File: src/rtl/dkc_pkg.sv
package dkc_pkg;

    localparam int WORD_W = 12;
    localparam int FUNC_W = 3;
    localparam int SEL_W  = 2;
    localparam int CYL_W  = 8;

    // status bit positions
    localparam int ST_DONE  = 11;
    localparam int ST_HMOV  = 10;
    localparam int ST_NRDY  = 7;
    localparam int ST_BUSYE = 6;

    // command field positions
    localparam int CM_FUNC_LO = 9;
    localparam int CM_IE      = 8;
    localparam int CM_SEL_LO  = 1;
    localparam int CM_CYHI    = 0;

    localparam logic [WORD_W-1:0] ERR_MASK  = 12'o0177;
    localparam logic [WORD_W-1:0] ATTN_MASK = 12'o4177;
    localparam logic [FUNC_W-1:0] FN_SEEK   = 3'd3;

    typedef enum logic [2:0] {
        OP_RSVD0   = 3'd0,
        OP_TEST    = 3'd1,
        OP_CLEAR   = 3'd2,
        OP_LDGO    = 3'd3,
        OP_LDMA    = 3'd4,
        OP_RDSTAT  = 3'd5,
        OP_LDCMD   = 3'd6,
        OP_NOP7    = 3'd7
    } op_e;

    typedef enum logic [1:0] {
        CLR_STATUS = 2'd0,
        CLR_CTRL   = 2'd1,
        CLR_DRIVE  = 2'd2,
        CLR_ONLY   = 2'd3
    } clr_e;

    typedef enum logic [1:0] {
        RET_ZERO = 2'd0,
        RET_PASS = 2'd1,
        RET_STAT = 2'd2
    } ret_e;

    typedef struct packed {
        logic zero_stat;
        logic set_busyerr;
        logic load_cmd;
        logic load_da;
        logic load_ma;
        logic clr_ctrl;
        logic launch;
        logic launch_seek0;
        logic refresh;
        logic reeval_irq;
        logic test_skip;
        ret_e ret;
    } act_t;

    function automatic logic attention(input logic [WORD_W-1:0] st);
        return |(st & ATTN_MASK);
    endfunction

    function automatic logic [CYL_W-1:0] cyl_of(input logic cyhi,
                                                 input logic [WORD_W-1:0] da);
        return {cyhi, da[WORD_W-1:WORD_W-CYL_W+1]};
    endfunction

endpackage

File: src/rtl/dkc_decode.sv
module dkc_decode
    import dkc_pkg::*;
(
    input  logic [2:0] op,
    input  logic [1:0] clr_code,
    input  logic       busy,
    output act_t       act
);
    always_comb begin
        act = '0;
        act.ret = RET_ZERO;
        act.reeval_irq = 1'b1;
        unique case (op_e'(op))
            OP_TEST: begin
                act.ret = RET_PASS;
                act.test_skip = 1'b1;
            end
            OP_CLEAR: begin
                act.zero_stat = 1'b1;
                unique case (clr_e'(clr_code))
                    CLR_STATUS: act.set_busyerr = busy;
                    CLR_CTRL:   act.clr_ctrl = 1'b1;
                    CLR_DRIVE: begin
                        act.set_busyerr  = busy;
                        act.launch_seek0 = !busy;
                    end
                    default: ;
                endcase
            end
            OP_LDGO: begin
                act.set_busyerr = busy;
                act.load_da     = !busy;
                act.launch      = !busy;
            end
            OP_LDMA: begin
                act.set_busyerr = busy;
                act.load_ma     = !busy;
            end
            OP_RDSTAT: begin
                act.refresh    = 1'b1;
                act.reeval_irq = 1'b0;
                act.ret        = RET_STAT;
            end
            OP_LDCMD: begin
                act.set_busyerr = busy;
                act.load_cmd    = !busy;
                act.zero_stat   = !busy;
            end
            default: ;
        endcase
    end
endmodule

File: src/rtl/dkc_regfile.sv
module dkc_regfile
    import dkc_pkg::*;
#(
    parameter int N_DRV = 4
) (
    input  logic              clk,
    input  logic              rst,
    input  logic              pulse_valid,
    input  act_t              act,
    input  logic [WORD_W-1:0] acc_in,
    input  logic [N_DRV-1:0]  drv_ready,
    input  logic [N_DRV-1:0]  drv_active,
    input  logic              ex_valid,
    input  logic [WORD_W-1:0] ex_stat_set,
    input  logic              ex_busy,
    output logic [WORD_W-1:0] stat_q,
    output logic [WORD_W-1:0] stat_next,
    output logic [WORD_W-1:0] cmd_q,
    output logic [WORD_W-1:0] da_q,
    output logic [WORD_W-1:0] ma_q,
    output logic              busy_q,
    output logic              irq_q
);
    logic [WORD_W-1:0] cmd_n, da_n, ma_n;
    logic              busy_n, irq_n;
    logic [SEL_W-1:0]  sel;

    assign sel = cmd_q[CM_SEL_LO +: SEL_W];

    always_comb begin
        stat_next = stat_q;
        cmd_n     = cmd_q;
        da_n      = da_q;
        ma_n      = ma_q;
        busy_n    = busy_q;
        irq_n     = irq_q;
        if (pulse_valid) begin
            if (act.zero_stat)   stat_next = '0;
            if (act.set_busyerr) stat_next[ST_BUSYE] = 1'b1;
            if (act.load_cmd)    cmd_n = acc_in;
            if (act.load_da)     da_n  = acc_in;
            if (act.load_ma)     ma_n  = acc_in;
            if (act.clr_ctrl) begin
                cmd_n  = '0;
                da_n   = '0;
                ma_n   = '0;
                busy_n = 1'b0;
            end
            if (act.refresh) begin
                stat_next[ST_HMOV] = drv_active[sel];
                stat_next[ST_NRDY] = !drv_ready[sel];
            end
            if (act.reeval_irq)
                irq_n = cmd_n[CM_IE] && attention(stat_next);
        end else if (ex_valid) begin
            stat_next = stat_q | ex_stat_set;
            busy_n    = ex_busy;
            irq_n     = cmd_q[CM_IE] && attention(stat_next);
        end
    end

    always_ff @(posedge clk) begin
        if (rst) begin
            stat_q <= '0;
            cmd_q  <= '0;
            da_q   <= '0;
            ma_q   <= '0;
            busy_q <= 1'b0;
            irq_q  <= 1'b0;
        end else begin
            stat_q <= stat_next;
            cmd_q  <= cmd_n;
            da_q   <= da_n;
            ma_q   <= ma_n;
            busy_q <= busy_n;
            irq_q  <= irq_n;
        end
    end

    a_r3_refused_cmd_kept: assert property (@(posedge clk) disable iff (rst)
        (pulse_valid && act.set_busyerr && !act.zero_stat) |=> (stat_q[ST_BUSYE] && $stable(cmd_q)));

    a_r9_refresh_follows_drive: assert property (@(posedge clk) disable iff (rst)
        (pulse_valid && act.refresh) |=>
            (stat_q[ST_HMOV] == $past(drv_active[sel]) && stat_q[ST_NRDY] == !$past(drv_ready[sel])));

    a_r10_irq_tracks_state: assert property (@(posedge clk) disable iff (rst)
        ((pulse_valid && act.reeval_irq) || (!pulse_valid && ex_valid)) |=>
            (irq_q == (cmd_q[CM_IE] && |(stat_q & ATTN_MASK))));

    a_r10_irq_held_on_read: assert property (@(posedge clk) disable iff (rst)
        (pulse_valid && act.refresh) |=> $stable(irq_q));
endmodule

File: src/rtl/dkc_respond.sv
module dkc_respond
    import dkc_pkg::*;
(
    input  logic              clk,
    input  logic              rst,
    input  logic              pulse_valid,
    input  act_t              act,
    input  logic [WORD_W-1:0] acc_in,
    input  logic [WORD_W-1:0] stat_q,
    input  logic [WORD_W-1:0] stat_next,
    input  logic [FUNC_W-1:0] cmd_func,
    input  logic [SEL_W-1:0]  cmd_sel,
    input  logic              cmd_cyhi,
    output logic              rsp_valid,
    output logic [WORD_W-1:0] acc_out,
    output logic              skip,
    output logic              go_valid,
    output logic [FUNC_W-1:0] go_func,
    output logic [SEL_W-1:0]  go_drive,
    output logic [CYL_W-1:0]  go_cyl,
    output logic              cancel_all
);
    logic [WORD_W-1:0] ret_word;
    logic              any_go;

    always_comb begin
        unique case (act.ret)
            RET_PASS: ret_word = acc_in;
            RET_STAT: ret_word = stat_next;
            default:  ret_word = '0;
        endcase
    end

    assign any_go = pulse_valid && (act.launch || act.launch_seek0);

    always_ff @(posedge clk) begin
        if (rst) begin
            rsp_valid  <= 1'b0;
            acc_out    <= '0;
            skip       <= 1'b0;
            go_valid   <= 1'b0;
            go_func    <= '0;
            go_drive   <= '0;
            go_cyl     <= '0;
            cancel_all <= 1'b0;
        end else begin
            rsp_valid  <= pulse_valid;
            acc_out    <= pulse_valid ? ret_word : '0;
            skip       <= pulse_valid && act.test_skip && attention(stat_q);
            go_valid   <= any_go;
            cancel_all <= pulse_valid && act.clr_ctrl;
            if (any_go) begin
                go_drive <= cmd_sel;
                go_func  <= act.launch_seek0 ? FN_SEEK : cmd_func;
                go_cyl   <= act.launch_seek0 ? '0 : cyl_of(cmd_cyhi, acc_in);
            end else begin
                go_drive <= '0;
                go_func  <= '0;
                go_cyl   <= '0;
            end
        end
    end

    a_r13_response_latency: assert property (@(posedge clk) disable iff (rst)
        pulse_valid |=> rsp_valid);

    a_r2_skip_only_on_test: assert property (@(posedge clk) disable iff (rst)
        skip |-> ($past(pulse_valid) && $past(act.test_skip)));
endmodule

File: src/rtl/dkc_regif.sv
module dkc_regif
    import dkc_pkg::*;
#(
    parameter int N_DRV = 4
) (
    input  logic        clk,
    input  logic        rst,
    input  logic        pulse_valid,
    input  logic [2:0]  pulse_code,
    input  logic [11:0] acc_in,
    input  logic [3:0]  drv_ready,
    input  logic [3:0]  drv_active,
    input  logic        ex_valid,
    input  logic [11:0] ex_stat_set,
    input  logic        ex_busy,
    output logic        rsp_valid,
    output logic [11:0] acc_out,
    output logic        skip,
    output logic        go_valid,
    output logic [2:0]  go_func,
    output logic [1:0]  go_drive,
    output logic [7:0]  go_cyl,
    output logic        cancel_all,
    output logic [11:0] stat_o,
    output logic [11:0] cmd_o,
    output logic [11:0] dskaddr_o,
    output logic [11:0] memaddr_o,
    output logic        busy_o,
    output logic        irq_o
);
    act_t              act;
    logic [WORD_W-1:0] stat_next;

    dkc_decode u_decode (
        .op       (pulse_code),
        .clr_code (acc_in[1:0]),
        .busy     (busy_o),
        .act      (act)
    );

    dkc_regfile #(.N_DRV(N_DRV)) u_regs (
        .clk         (clk),
        .rst         (rst),
        .pulse_valid (pulse_valid),
        .act         (act),
        .acc_in      (acc_in),
        .drv_ready   (drv_ready),
        .drv_active  (drv_active),
        .ex_valid    (ex_valid),
        .ex_stat_set (ex_stat_set),
        .ex_busy     (ex_busy),
        .stat_q      (stat_o),
        .stat_next   (stat_next),
        .cmd_q       (cmd_o),
        .da_q        (dskaddr_o),
        .ma_q        (memaddr_o),
        .busy_q      (busy_o),
        .irq_q       (irq_o)
    );

    dkc_respond u_resp (
        .clk         (clk),
        .rst         (rst),
        .pulse_valid (pulse_valid),
        .act         (act),
        .acc_in      (acc_in),
        .stat_q      (stat_o),
        .stat_next   (stat_next),
        .cmd_func    (cmd_o[CM_FUNC_LO +: FUNC_W]),
        .cmd_sel     (cmd_o[CM_SEL_LO +: SEL_W]),
        .cmd_cyhi    (cmd_o[CM_CYHI]),
        .rsp_valid   (rsp_valid),
        .acc_out     (acc_out),
        .skip        (skip),
        .go_valid    (go_valid),
        .go_func     (go_func),
        .go_drive    (go_drive),
        .go_cyl      (go_cyl),
        .cancel_all  (cancel_all)
    );

    a_r12_no_overlap: assert property (@(posedge clk) disable iff (rst)
        !(pulse_valid && ex_valid));

    a_r5_launch_only_idle: assert property (@(posedge clk) disable iff (rst)
        go_valid |-> !$past(busy_o));

    a_r7_cancel_clears_ctrl: assert property (@(posedge clk) disable iff (rst)
        cancel_all |-> (cmd_o == '0 && dskaddr_o == '0 && memaddr_o == '0 && !busy_o));

    a_r11_idle_codes_keep_regs: assert property (@(posedge clk) disable iff (rst)
        (pulse_valid && (pulse_code == 3'd0 || pulse_code == 3'd7)) |=>
            ($stable(cmd_o) && $stable(dskaddr_o) && $stable(memaddr_o) && $stable(stat_o)));
endmodule

File: config.mk
export PLATFORM = sky130hd
export DESIGN_NAME = dkc_regif
export DESIGN_NICKNAME = d
export VERILOG_FILES = /design/src/rtl/dkc_pkg.sv /design/src/rtl/dkc_decode.sv /design/src/rtl/dkc_regfile.sv /design/src/rtl/dkc_respond.sv /design/src/rtl/dkc_regif.sv
export SDC_FILE = /design/constraint.sdc
export NUM_CORES = 1
export LEC_CHECK = 0
export ABC_AREA = 1
export CORE_AREA = 2 2 74 111
export CTS_BUF_LIST = sky130_fd_sc_hd__clkbuf_8
export CTS_CLUSTER_DIAMETER = 150
export CTS_CLUSTER_SIZE = 24
export DETAILED_ROUTE_END_ITERATION = 12
export DIE_AREA = 0 0 76 113
export GPL_TIMING_DRIVEN = 0
export PLACE_DENSITY = 0.82
export SETUP_SLACK_MARGIN = 0.15
export SYNTH_ARGS = -nofsm -noshare
export SYNTH_HDL_FRONTEND = slang
export SYNTH_SLANG_ARGS = --single-unit
File: constraint.sdc
create_clock -name clk -period 1.4 [get_ports clk]
set_input_delay 0.14 -clock clk [delete_from_list [all_inputs] [get_ports clk]]
set_output_delay 0.14 -clock clk [all_outputs]
set_load 0.01 [all_outputs]
## After elaboration in Yosys (flattened, before gate mapping)

Cells that the tools add are included.

- Flip-flop bits (word level): 79
- Bits in latches: 0
- Memory bits (writable): 0
- ROM bits: 0
- Bits of input ports: 40
- Output and inout bits: 79
- Memories: 0

- Add/sub/neg operators: 0
- Multipliers: 0
- Divide/modulo/power cells: 0
- $lt $le $gt $ge: 1
- Equality and inequality tests: 13
- Shift-type cells: 0
- Muxes and demuxes: 40
- Bitwise gates (word level): 3
- Reduce and logical (&&, ||, !) cells: 26

Operator list:

| cell | count |
|---|---|
| $mux W12 | 11 |
| $pmux W12 S2 | 1 |
| $reduce_or A8 Y1 | 3 |
| $mux W1 | 21 |
| $or A12 B12 Y12 | 1 |
| $reduce_and A2 Y1 | 5 |
| $eq A3 B3 Y1 const B | 3 |
| $eq A3 B2 Y1 const B | 2 |
| $logic_and A1 B1 Y1 | 6 |
| $reduce_bool A2 Y1 | 3 |
| $reduce_or A2 Y1 | 3 |
| $reduce_or A3 Y1 | 2 |
| $bmux W1 S2 | 2 |
| $eq A2 B1 Y1 const B | 2 |
| $eq A2 B2 Y1 const B | 2 |
| $mux W2 | 2 |
| $ne A2 B1 Y1 const B | 2 |
| $pmux W1 S2 | 2 |
| $pmux W2 S2 | 1 |
| $eq A3 B1 Y1 const B | 1 |
| $lt A2 B3 Y1 const B | 1 |
| $ne A3 B1 Y1 const B | 1 |
| $logic_not A1 Y1 | 2 |
| $logic_not A2 Y1 | 1 |
| 2 further kinds | 3 |

## Depth between registers and ports, before layout

Gate-level depths: netlist (run 1).

- Depth in word-level cells: 10
- Depth in mapped cells: 8
- Mapped depth without buffers: 8

## Modules after synthesis

Synthesis (run 1) repeated with hierarchy kept, for this count alone.

- Cells, all modules: 462
- Area total of the unflattened synthesis: 3328.2 sq um

Modules (own cells, without submodules):

| module | instances | cells an instance | area each (sq um) | seq. area each (sq um) |
|---|---|---|---|---|
| dkc_regfile | 1 | 321 | 2200.9 | 1001.0 |
| dkc_respond | 1 | 116 | 1004.7 | 580.6 |
| dkc_decode | 1 | 25 | 122.6 | 0.0 |

## Worst setup path after synthesis (run 1)

No wires, ideal clock.

- Kind: reg2reg
- From: reg u_regs.busy_q
- To: reg u_regs.da_q[10]
- Library setup time: 0.070 ns
- Arrival: 1.217 ns
- Required time: 1.330 ns
- Path slack: 0.113 ns
- Cell stages (with the launch flop): 8
- Path buffers: 1
- Period minus slack after synthesis: 1.287 ns
- Path through: dfxtp_1 -> inv_1 -> nand2_2 -> nor2_4 -> nor2_2 -> buf_2 -> nand2_1 -> a21oi_1

- Word-level cells in the longest chain between the ends: 4

Ends and longest elaborated chain:

| element | RTL line | text |
|---|---|---|
| start, declared | dkc_regfile.sv:21 | `output logic busy_q,` |
| start signal, assigned | dkc_regfile.sv:75 | `busy_q <= busy_n;` |
| $logic_not A1 Y1 | dkc_decode.sv:32 | `act.load_da = !busy;` |
| $mux W1 | dkc_decode.sv:13 | `unique case (op_e'(op))` |
| $reduce_bool A2 Y1 (no source line) | -- |  |
| $reduce_and A2 Y1 (no source line) | -- |  |
| end signal, assigned | dkc_regfile.sv:73 | `da_q <= da_n;` |
| end, declared | dkc_regfile.sv:19 | `output logic [WORD_W-1:0] da_q,` |

No other way between the ends.
A chain may end at the register's enable or synchronous reset.

## Final worst setup path (run 1)

- From: reg u_regs.busy_q
- To: reg u_regs.da_q[3]

Same word-level chain as after synthesis.

==> impl_metrics.env, run 1 <==
export IMPL_status="finished, final reports clean"
export IMPL_cp_arrival_ns=1.55
export IMPL_finalCritPeriodShare=0.940
export IMPL_crit_buf_inv=3
export IMPL_synth_seq_cells=79
export IMPL_area_growth_pct=55.8
export IMPL_max_freq_mhz=760
export IMPL_ioPinCount=119
export IMPL_vias=3382
export IMPL_io_buffers=117
export IMPL_grt_max_degree=13
export IMPL_htreeDepth=3
export IMPL_worstHoldPathType="in -> reg"
export IMPL_clkLatencyLatePin_ns=0.37
export IMPL_cts_sinks=79
export IMPL_track_usage=0.237
export IMPL_setup_violations=0
export IMPL_crit_slowest_cell="dfxtp_4"
export IMPL_intPower_w=0.00336
export IMPL_drt_iter0_drc=222
export IMPL_cts_buffers=9
export IMPL_cts_max_path_buffers=2
export IMPL_hold_viol=0
export IMPL_cap_violations=0
export IMPL_die_w_um=76
export IMPL_slew_headroom=0.586
export IMPL_crit_chain="buf_8, inv_8, nand2_8, nor2_4, nor2_4, buf_6, nand2_2, a21oi_2"
export IMPL_netSwitchingPower_w=0.00121
export IMPL_cellLeakagePower_nw=2.33
export IMPL_ys_seq_area_frac=0.499
export IMPL_post_drt_via_cell_ratio=5.02
export IMPL_netlist_instances=425
export IMPL_drc_errors=0
export IMPL_row_count=39
export IMPL_cp_common_cell="nor2_4"
export IMPL_grt_pass1_wl_um=15900
export IMPL_swShare=0.265
export IMPL_fin_util=0.653
export IMPL_syn_num_nets=465
export IMPL_finalPower_w=0.00457
export IMPL_cp_end_kind="register"
export IMPL_worst_setup_path_type="reg -> reg"
export IMPL_fin_setup_tns_ns=0
export IMPL_cts_root_buf="clkbuf_8"
export IMPL_p_clk_frac=0.348
export IMPL_rsz0062_at_grt="true"
export IMPL_p_per_area_nw_per_um2=926
export IMPL_p_seq_frac=0.511
export IMPL_grt_pass1_vias=3339
export IMPL_period_needed_ns=1.32
export IMPL_core_um2=7560
export IMPL_netlist_area_um2=3170
export IMPL_tightest_slew_ns=0.621
export IMPL_crit_fanout=5
export IMPL_start_kind="register"
export IMPL_antenna_found_initial=0
export IMPL_drv_slew=0
export IMPL_synth_avg_cell_area_um2=7.46
export IMPL_diodes=0
export IMPL_dieArea_um2=8590
export IMPL_combPwrFrac=0.141
export IMPL_layout_drive_gt1_share=0.215
export IMPL_ir_drop_mv=0.569
export IMPL_max_stage_delay_ns=0.37
export IMPL_start_util=0.419
export IMPL_ant_nets=0
export IMPL_synth_distinct_cells=30
export IMPL_dr_pass1_iters=5
export IMPL_cts_hold_buf=0
export IMPL_cts_tree="yes"
export IMPL_grt_overflow_total=0
export IMPL_die_h_um=113
export IMPL_cp_top_family="simple AND/OR/NAND/NOR gates"
export IMPL_fin_nets=608
export IMPL_dp_hpwl_um=7680
export IMPL_worstPathRequired_ns=1.63
export IMPL_yosysWarnings=0
export IMPL_gp_congestion=0.934
export IMPL_cts_clk_slew_worst_paths_ns=0.08
export IMPL_skew_ns=0.00963
export IMPL_wl_per_cell_um=15.7
export IMPL_drt_total_wl_um=10600
## final cells by class
cell class,count,area [um2]
Buffer,18,139
Clock buffer,12,165
Clock inverter,3,17.5
Fill cell,662,2620
Inverter,43,169
Multi-Input combinational cell,285,1550
Sequential cell,79,1590
Tap cell,102,128
Timing Repair Buffer,132,1190
## cell families (layout without fill, tap and decap cells)
family,count (synthesis),after routing,share of synthesized area
AND/OR/NAND/NOR,220,220,0.302
AO/OA/AOI/OAI,65,65,0.115
flip-flops,79,79,0.499
buffers and inverters,61,208,0.0841
## power groups by stage
stage	combinational [W]	sequential, W	clock, W
after floorplan	0.000248	0.00241	0
after global placement	0.000571	0.00239	0
after detailed placement	0.000581	0.00239	0
after CTS	0.000591	0.00233	0.00160
after global routing	0.000698	0.00234	0.00170
final	0.000645	0.00234	0.00159
## synthesized netlist by cell type, drive strengths merged
| cell | number | share of area |
|---|---|---|
| o22ai | 2 | 0.0039 |
| dfxtp | 79 | 0.50 |
| a211oi | 1 | 0.0024 |
| a22o | 4 | 0.011 |
| buf | 13 | 0.027 |
| a21oi | 46 | 0.076 |
| a22oi | 1 | 0.0024 |
| and2 | 4 | 0.0079 |
| nand2 | 121 | 0.15 |
| o21ai | 8 | 0.013 |
| nor2 | 60 | 0.084 |
| nand3b | 1 | 0.0024 |
| a211o | 1 | 0.0028 |
| clkbuf | 5 | 0.0059 |
| nand3 | 30 | 0.049 |
| nand4 | 3 | 0.0079 |
| inv | 43 | 0.051 |
| nor3 | 1 | 0.0032 |
| a31oi | 2 | 0.0039 |
## worst register-to-register path, stage by stage, from the launching register on
cell	delay (ns)
dfxtp_4	0.37
buf_8	0.14
inv_8	0.07
nand2_8	0.06
nor2_4	0.19
nor2_4	0.08
buf_6	0.15
nand2_2	0.06
a21oi_2	0.05
## what timing repair did
| item | in CTS | in global routing |
|---|---|---|
| gates cloned | 3 | 0 |
| buffers inserted | 9 | 3 |
| gates resized for setup | 120 | 61 |
| setup endpoints to repair | 146 | 68 |
| pin swaps | 5 | 9 |
## flip-flops by register name, indices dropped and copies added (netlist names)
name and flops:
u_regs.stat_q 12, u_resp.skip 1, u_regs.busy_q 1, u_resp.go_func 3
u_resp.cancel_all 1, u_regs.cmd_q 12, u_regs.ma_q 12, u_resp.go_valid 1
u_resp.go_cyl 8, u_resp.go_drive 2, u_regs.irq_q 1, u_regs.da_q 12
u_resp.rsp_valid 1, u_resp.acc_out 12
## stage by stage
step                      instance area, um2  setup WS, ns  instances  hold slack, ns
final                                   4940        0.0841        674           0.109
after global routing                    4940        0.0452        674           0.121
after CTS                               4730        0.0706        671          0.0942
after detailed placement                4470        -0.545        644           0.452
after global placement                  4470        -0.520        644           0.450
after floorplan                         3170         0.209        425           0.250
## cells in the final DEF (no fill, tap or decap), types with 2 or more instances in the layout
cell and count:
and2_1 4, buf_2 3, clkbuf_2 2, nand3_1 24, clkbuf_1 5, o22ai_1 2
clkbuf_8 12, nor2_1 39, nor2_4 7, a21oi_2 15, nor2_2 14, a22o_1 4
nand3_2 6, buf_4 13, inv_2 7, clkinv_2 2, dfxtp_2 4, dlygate4sd2_1 81
a31oi_1 2, inv_1 35, nand2_1 104, clkdlybuf4s50_1 33, nand2_2 11, o21ai_2 2
o21ai_0 5, nand4_1 2, a21oi_1 30, buf_6 10, nand2_4 5, dfxtp_1 74
## final timing paths
| path | startpoint | to | slack, ns | cells after the start |
|---|---|---|---|---|
| hold reg to reg | u_regs.da_q[10]$_SDFFE_PP0P_ | u_regs.da_q[10]$_SDFFE_PP0P_ | 0.47 | 2 |
| setup / recovery | u_regs.busy_q$_SDFFE_PP0P_ | u_regs.da_q[3]$_SDFFE_PP0P_ | 0.08 | 8 |
| setup reg to reg | u_regs.busy_q$_SDFFE_PP0P_ | u_regs.da_q[3]$_SDFFE_PP0P_ | 0.08 | 8 |
| hold / removal | rst | u_regs.stat_q[4]$_SDFF_PP0_ | 0.11 | 2 |
## per-layer routing
metal | wire (um) | track usage | share of wire | vias up
li1 | - | - | - | 1636
met1 | 3680 | 0.230 | 0.35 | 1547
met2 | 5770 | 0.460 | 0.55 | 156
met3 | 570 | 0.0439 | 0.054 | 43
met4 | 551 | 0.144 | 0.052 | 0
met5 | 0 | 0 | 0 | -
Note: power is estimated with default switching activity, not from simulation.
==> run 2: changes to the inputs <==
Clock period 1.4 ns to 1.33 ns, I/O delays scaled along.
==> run 2 against run 1 <==
Against the previous run:
- the flow now finishes with violations (negative setup slack)
- worst hold slack worse by 0.014 ns
- clock-buffer cell count is 2 lower
- cell count is 2.4% higher
- clock skew hardly changed
- largest power group unchanged
- maximum frequency is 4.5% lower
- cell area is 9.7% higher
- first-iteration DRC count is 29% higher
- register-to-register slack worse by 0.13 ns
- sequential cell count stayed put
==> impl_metrics.env, run 2 (synthesis results as in run 1) <==
export IMPL_grt_pass1_vias=3735
export IMPL_violations="negative setup slack"
export IMPL_cts_tree="yes"
export IMPL_dr_pass1_iters=5
export IMPL_cts_max_path_buffers=2
export IMPL_dieArea_um2=8590
export IMPL_worstPathRequired_ns=1.62
export IMPL_drc_errors=0
export IMPL_cap_violations=0
export IMPL_ioPinCount=119
export IMPL_cellLeakagePower_nw=2.49
export IMPL_die_h_um=113
export IMPL_cts_buffers=9
export IMPL_die_w_um=76
export IMPL_core_um2=7560
export IMPL_start_util=0.419
export IMPL_p_per_area_nw_per_um2=944
export IMPL_layout_drive_gt1_share=0.362
export IMPL_grt_pass1_wl_um=18100
export IMPL_ant_nets=0
export IMPL_crit_fanout=4
export IMPL_drv_slew=0
export IMPL_gp_congestion=0.900
export IMPL_cts_hold_buf=0
export IMPL_post_drt_via_cell_ratio=5.43
export IMPL_combPwrFrac=0.157
export IMPL_dp_hpwl_um=7720
export IMPL_cp_end_kind="register"
export IMPL_clkLatencyLatePin_ns=0.35
export IMPL_period_needed_ns=1.38
export IMPL_drt_total_wl_um=12600
export IMPL_start_kind="register"
export IMPL_cts_root_buf="clkbuf_8"
export IMPL_wl_per_cell_um=18.3
export IMPL_worst_setup_path_type="reg -> reg"
export IMPL_status="complete, but fails checks"
export IMPL_track_usage=0.267
export IMPL_cts_clk_slew_worst_paths_ns=0.08
export IMPL_setup_ws_ns=-0.0486
export IMPL_cp_arrival_ns=1.66
export IMPL_htreeDepth=3
export IMPL_tightest_slew_ns=0.826
export IMPL_drt_iter0_drc=287
export IMPL_setup_violations=12
export IMPL_placed_cell_area_um2=4470
export IMPL_hold_viol=0
export IMPL_ir_drop_mv=0.671
export IMPL_cts_sinks=79
export IMPL_finalCritPeriodShare=1.04
export IMPL_p_clk_frac=0.360
export IMPL_area_growth_pct=71.0
export IMPL_grt_max_degree=15
export IMPL_rsz0062_at_grt="true"
export IMPL_swShare=0.277
export IMPL_grt_overflow_total=0
export IMPL_diodes=0
export IMPL_layout_common_cells="81 x dlygate4sd2_1, 74 x nand2_1, 65 x dfxtp_1"
export IMPL_skew_ns=0.00925
export IMPL_slew_headroom=0.449
export IMPL_fin_nets=623
export IMPL_vias=3745
export IMPL_fin_area_um2=5420
export IMPL_max_freq_mhz=725
export IMPL_io_buffers=117
export IMPL_netSwitchingPower_w=0.00142
export IMPL_mostFrequentLayoutCell="dlygate4sd2_1"
export IMPL_intPower_w=0.00370
export IMPL_antenna_found_initial=0
export IMPL_fin_util=0.717
export IMPL_row_count=39
export IMPL_worstHoldPathType="in -> reg"
export IMPL_p_seq_frac=0.482
==> run 2: cell types whose count changed in the layout (fill, tap and decap cells not counted), sizes merged <==
| cell | before | now |
|---|---|---|
| nand2 | 121 | 122 |
| clkbuf | 20 | 16 |
| buf | 27 | 42 |
| clkinvlp | 1 | 3 |
| clkdlybuf4s15 | 1 | 3 |
| clkdlybuf4s50 | 33 | 32 |
| bufinv | 0 | 1 |
==> run 2: final timing paths <==
path,from,to,slack [ns],cells after the start
min reg2reg,u_regs.cmd_q[0]$_SDFFE_PP0P_,u_resp.go_cyl[7]$_SDFF_PP0_,0.46,2
max reg2reg,u_regs.busy_q$_SDFFE_PP0P_,u_regs.irq_q$_SDFFE_PP0P_,-0.05,9
min,rst,u_regs.stat_q[4]$_SDFF_PP0_,0.1,2
max,u_regs.busy_q$_SDFFE_PP0P_,u_regs.irq_q$_SDFFE_PP0P_,-0.05,9
==> run 2: power by group through the flow <==
stage,clock network [W],logic (W),registers (W)
floorplan,0,0.000262,0.00254
global placement,0,0.000603,0.00251
detailed placement,0,0.000612,0.00252
CTS,0.00181,0.000712,0.00246
global route,0.00192,0.000849,0.00247
finish,0.00184,0.000805,0.00247
==> run 2: worst max-delay path: stages, from the launching register on <==
cell and delay (ns):
dfxtp_4 0.37, buf_6 0.12, buf_6 0.11, nor2_4 0.11, nand2_2 0.10, nand2_2 0.08
o21ai_2 0.06, nor2_2 0.15, nand2_1 0.07, a21oi_1 0.14
==> run 2: cell type report <==
type	instances	area, um2
Buffer	18	151
Clock buffer	10	138
Clock inverter	6	67.6
Fill cell	541	2140
Inverter	43	168
Multi-Input combinational cell	286	1820
Sequential cell	79	1600
Tap cell	102	128
Timing Repair Buffer	146	1340
==> run 2: stage by stage <==
| stage | cells | power [W] | hold WS [ns] | setup slack [ns] | TNS (ns) |
|---|---|---|---|---|---|
| 2_1_floorplan | 425 | 0.00280 | 0.243 | 0.171 | 0 |
| 3_3_place_gp | 644 | 0.00312 | 0.449 | -0.580 | -31.41 |
| 3_5_place_dp | 644 | 0.00313 | 0.451 | -0.592 | -33.29 |
| 4_1_cts | 689 | 0.00499 | 0.120 | 0.0326 | 0 |
| 5_1_grt | 690 | 0.00524 | 0.0967 | -0.113 | -1.59 |
| 6_report | 690 | 0.00512 | 0.0951 | -0.0486 | -0.302 |
==> run 2: routing by layer <==
layer | vias to the layer above | GRT usage | share of wire | routed length [um]
met4 | 0 | 0.179 | 0.068 | 852
met3 | 71 | 0.0478 | 0.063 | 791
met2 | 230 | 0.512 | 0.54 | 6810
met1 | 1779 | 0.257 | 0.33 | 4160
li1 | 1665 | - | - | -
met5 | - | 0 | 0 | 0
==> run 2: repair_timing <==
| action | 4_1_cts | 5_1_grt |
|---|---|---|
| pin swaps | 22 | 33 |
| cloned | 7 | 0 |
| gates resized for setup | 210 | 81 |
| setup buffers | 22 | 1 |
| endpoints found under the setup margin | 153 | 83 |
==> run 3: changes to the inputs <==
Settings changed: CORE_AREA 2 2 74 111 to 2 2 85 96, DIE_AREA 0 0 76 113 to 0 0 87 98, GPL_TIMING_DRIVEN 0 to default, PLACE_DENSITY 0.82 to 0.83.
==> run 3 against run 2 <==
Against the previous run:
- the flow now finishes without violations
- cell count fell by 0.58%
- sequential share of layout area rose by 0.82 points
- critical path depth fell by 2
- total power rose by 0.69%
- global-route usage fell by 1.2 points
- register-to-register slack improved by 0.06 ns
- cell area fell by 2.8%
- sequential power barely moved
- clock skew rose by 0.0035 ns
- clock power rose by 4%
- clock-buffer cell count fell by 1
==> impl_metrics.env, run 3 (synthesis results as in run 1) <==
export IMPL_status="finished, final reports clean"
export IMPL_cts_root_buf="clkbuf_8"
export IMPL_dieArea_um2=8530
export IMPL_min_from="acc_in[0]"
export IMPL_routed_wl_met2_um=5860
export IMPL_fin_util=0.692
export IMPL_fin_setup_tns_ns=0
export IMPL_finalCritPeriodShare=0.994
export IMPL_multi_input_area_um2=1630
export IMPL_p_clk_frac=0.373
export IMPL_max_stage_delay_ns=0.38
export IMPL_post_drt_via_cell_ratio=5.07
export IMPL_dp_hpwl_um=7960
export IMPL_crit_slowest_cell="dfxtp_4"
export IMPL_regToRegEndpoint="u_resp.go_cyl[5]$_SDFF_PP0_"
export IMPL_area_growth_pct=66.1
export IMPL_fin_area_um2=5270
export IMPL_final_cell_count_no_fill=686
export IMPL_grt_pass1_wl_um=16900
export IMPL_top_layer_used="met4"
export IMPL_placed_cell_area_um2=4700
export IMPL_cts_max_path_buffers=2
export IMPL_worstHoldPathType="in -> reg"
export IMPL_ioPinCount=119
export IMPL_clkLatencyLatePin_ns=0.36
export IMPL_vias=3481
export IMPL_max_freq_mhz=756
export IMPL_seq_area_um2=1600
export IMPL_setup_violations=0
export IMPL_crit_fanout=5
export IMPL_grt_max_degree=36
export IMPL_tightest_slew_ns=0.406
export IMPL_wl_met3_um=581
export IMPL_cts_sinks=79
export IMPL_period_needed_ns=1.32
export IMPL_cp_arrival_ns=1.62
export IMPL_dp_cells=659
export IMPL_worstPathRequired_ns=1.63
export IMPL_hold_viol=0
export IMPL_combPwrFrac=0.149
export IMPL_skew_ns=0.0128
export IMPL_cts_buffers=9
export IMPL_rrSetupSlack_ns=0.008
export IMPL_layout_drive_gt1_share=0.287
export IMPL_crit_chain="buf_4, inv_4, nand2_4, buf_6, a21oi_4, nand2_4, nor2_2"
export IMPL_crit_buf_inv=3
export IMPL_cts_clk_slew_worst_paths_ns=0.08
export IMPL_drc_errors=0
export IMPL_swShare=0.258
export IMPL_fin_nets=631
export IMPL_dr_pass1_iters=5
export IMPL_rsz0062_at_grt="true"
export IMPL_htreeDepth=3
export IMPL_start_kind="register"
export IMPL_antenna_found_initial=1
export IMPL_mostFrequentLayoutCell="nand2_1"
export IMPL_drv_slew=0
export IMPL_cp_end_kind="register"
export IMPL_netSwitchingPower_w=0.00133
export IMPL_drt_total_wl_um=11100
export IMPL_drt_iter0_drc=128
export IMPL_cp_common_cell="nand2_4"
export IMPL_die_w_um=87
export IMPL_grt_overflow_total=0
export IMPL_cts_tree="yes"
export IMPL_ant_nets=0
export IMPL_worst_setup_path_type="reg -> reg"
export IMPL_row_count=34
export IMPL_gp_congestion=0.944
export IMPL_min_path_cells=3
export IMPL_wl_per_cell_um=16.1
export IMPL_whs_ns=0.268
export IMPL_cellLeakagePower_nw=2.47
export IMPL_fill_cells=630
export IMPL_hold_end="u_resp.acc_out[0]$_SDFF_PP0_"
export IMPL_ir_drop_mv=0.657
export IMPL_slew_headroom=0.730
export IMPL_p_seq_frac=0.478
export IMPL_wl_met1_um=4230
export IMPL_ff2ff_path_depth=7
export IMPL_core_um2=7610
export IMPL_r2r_start="u_regs.busy_q$_SDFFE_PP0P_"
export IMPL_layout_common_cells="106 x nand2_1, 79 x dlygate4sd2_1, 69 x dfxtp_1"
export IMPL_die_h_um=98
export IMPL_track_usage=0.254
export IMPL_start_util=0.416
export IMPL_cap_violations=0
export IMPL_p_per_area_nw_per_um2=978
export IMPL_io_buffers=118
export IMPL_cp_top_family="flip-flops"
export IMPL_intPower_w=0.00382
export IMPL_grt_pass1_vias=3494
==> run 3: changes by cell type in the layout (fill, tap and decap cells not counted), moves of 5 or more <==
cell / before / now
nand2_1: 74 / 106
buf_4: 15 / 41
a21oi_1: 11 / 32
a21oi_2: 34 / 13
nand2_2: 28 / 8
buf_6: 26 / 10
nand2_4: 19 / 8
nand3_1: 21 / 12
nand3_2: 8 / 16
clkbuf_1: 5 / 0
dfxtp_2: 12 / 7
==> run 3: through the flow <==
| stage | total power, W | worst slack, ns |
|---|---|---|
| 2_1_floorplan | 0.00280 | 0.171 |
| 3_3_place_gp | 0.00319 | -0.470 |
| 3_5_place_dp | 0.00320 | -0.495 |
| 4_1_cts | 0.00507 | 0.0978 |
| 5_1_grt | 0.00534 | -0.0207 |
| 6_report | 0.00515 | 0.00791 |
==> run 3: worst max path at each step <==
stage | from | cells past startpoint | slack (ns) | end
6_report | u_regs.busy_q$_SDFFE_PP0P_ | 7 | 0.008 | u_resp.go_cyl[5]$_SDFF_PP0_
5_1_grt | u_regs.busy_q$_SDFFE_PP0P_ | 7 | -0.02 | u_resp.go_cyl[5]$_SDFF_PP0_
4_1_cts | u_regs.busy_q$_SDFFE_PP0P_ | 5 | 0.1 | u_regs.stat_q[2]$_SDFF_PP0_
3_5_place_dp | pulse_valid | 7 | -0.50 | u_regs.cmd_q[9]$_SDFFE_PP0P_
3_3_place_gp | pulse_valid | 7 | -0.47 | u_regs.cmd_q[11]$_SDFFE_PP0P_
2_1_floorplan | u_regs.busy_q$_SDFFE_PP0P_ | 7 | 0.17 | u_regs.da_q[10]$_SDFFE_PP0P_
==> run 3: cell type report <==
| cell class | instances | share of cell area |
|---|---|---|
| Antenna cell | 1 | 0.000475 |
| Multi-Input combinational cell | 286 | 0.309 |
| Sequential cell | 79 | 0.304 |
| Clock inverter | 6 | 0.0166 |
| Timing Repair Buffer | 172 | 0.292 |
| Clock buffer | 9 | 0.0235 |
| Inverter | 43 | 0.0335 |
| Tap cell | 90 | 0.0214 |
==> run 3: per-layer routing <==
layer / global-route usage / up-vias
li1: - / 1682
met3: 0.0507 / 32
met1: 0.293 / 1641
met5: 0 / -
met2: 0.439 / 126
met4: 0.130 / 0
==> run 3: worst register-to-register path: cells and delay by family, from the launching register on <==
family,cells,cell delay (ns)
flops,1,0.38
buf+inv,3,0.33
compound gates,1,0.25
simple gates,3,0.31
==> run 3: power by group through the flow <==
stage | logic [W] | registers, W | clock network (W)
finish | 0.000766 | 0.00246 | 0.00192
detailed placement | 0.000683 | 0.00252 | 0
CTS | 0.000680 | 0.00246 | 0.00193
global route | 0.000826 | 0.00247 | 0.00204
global placement | 0.000674 | 0.00252 | 0
floorplan | 0.000262 | 0.00254 | 0
==> run 3: repair_timing <==
action,CTS,global route
cloned,0,1
pin swaps,10,28
hold buffers,0,0
buffers inserted,4,6
resized for setup,127,83
endpoints found under the setup margin,150,78
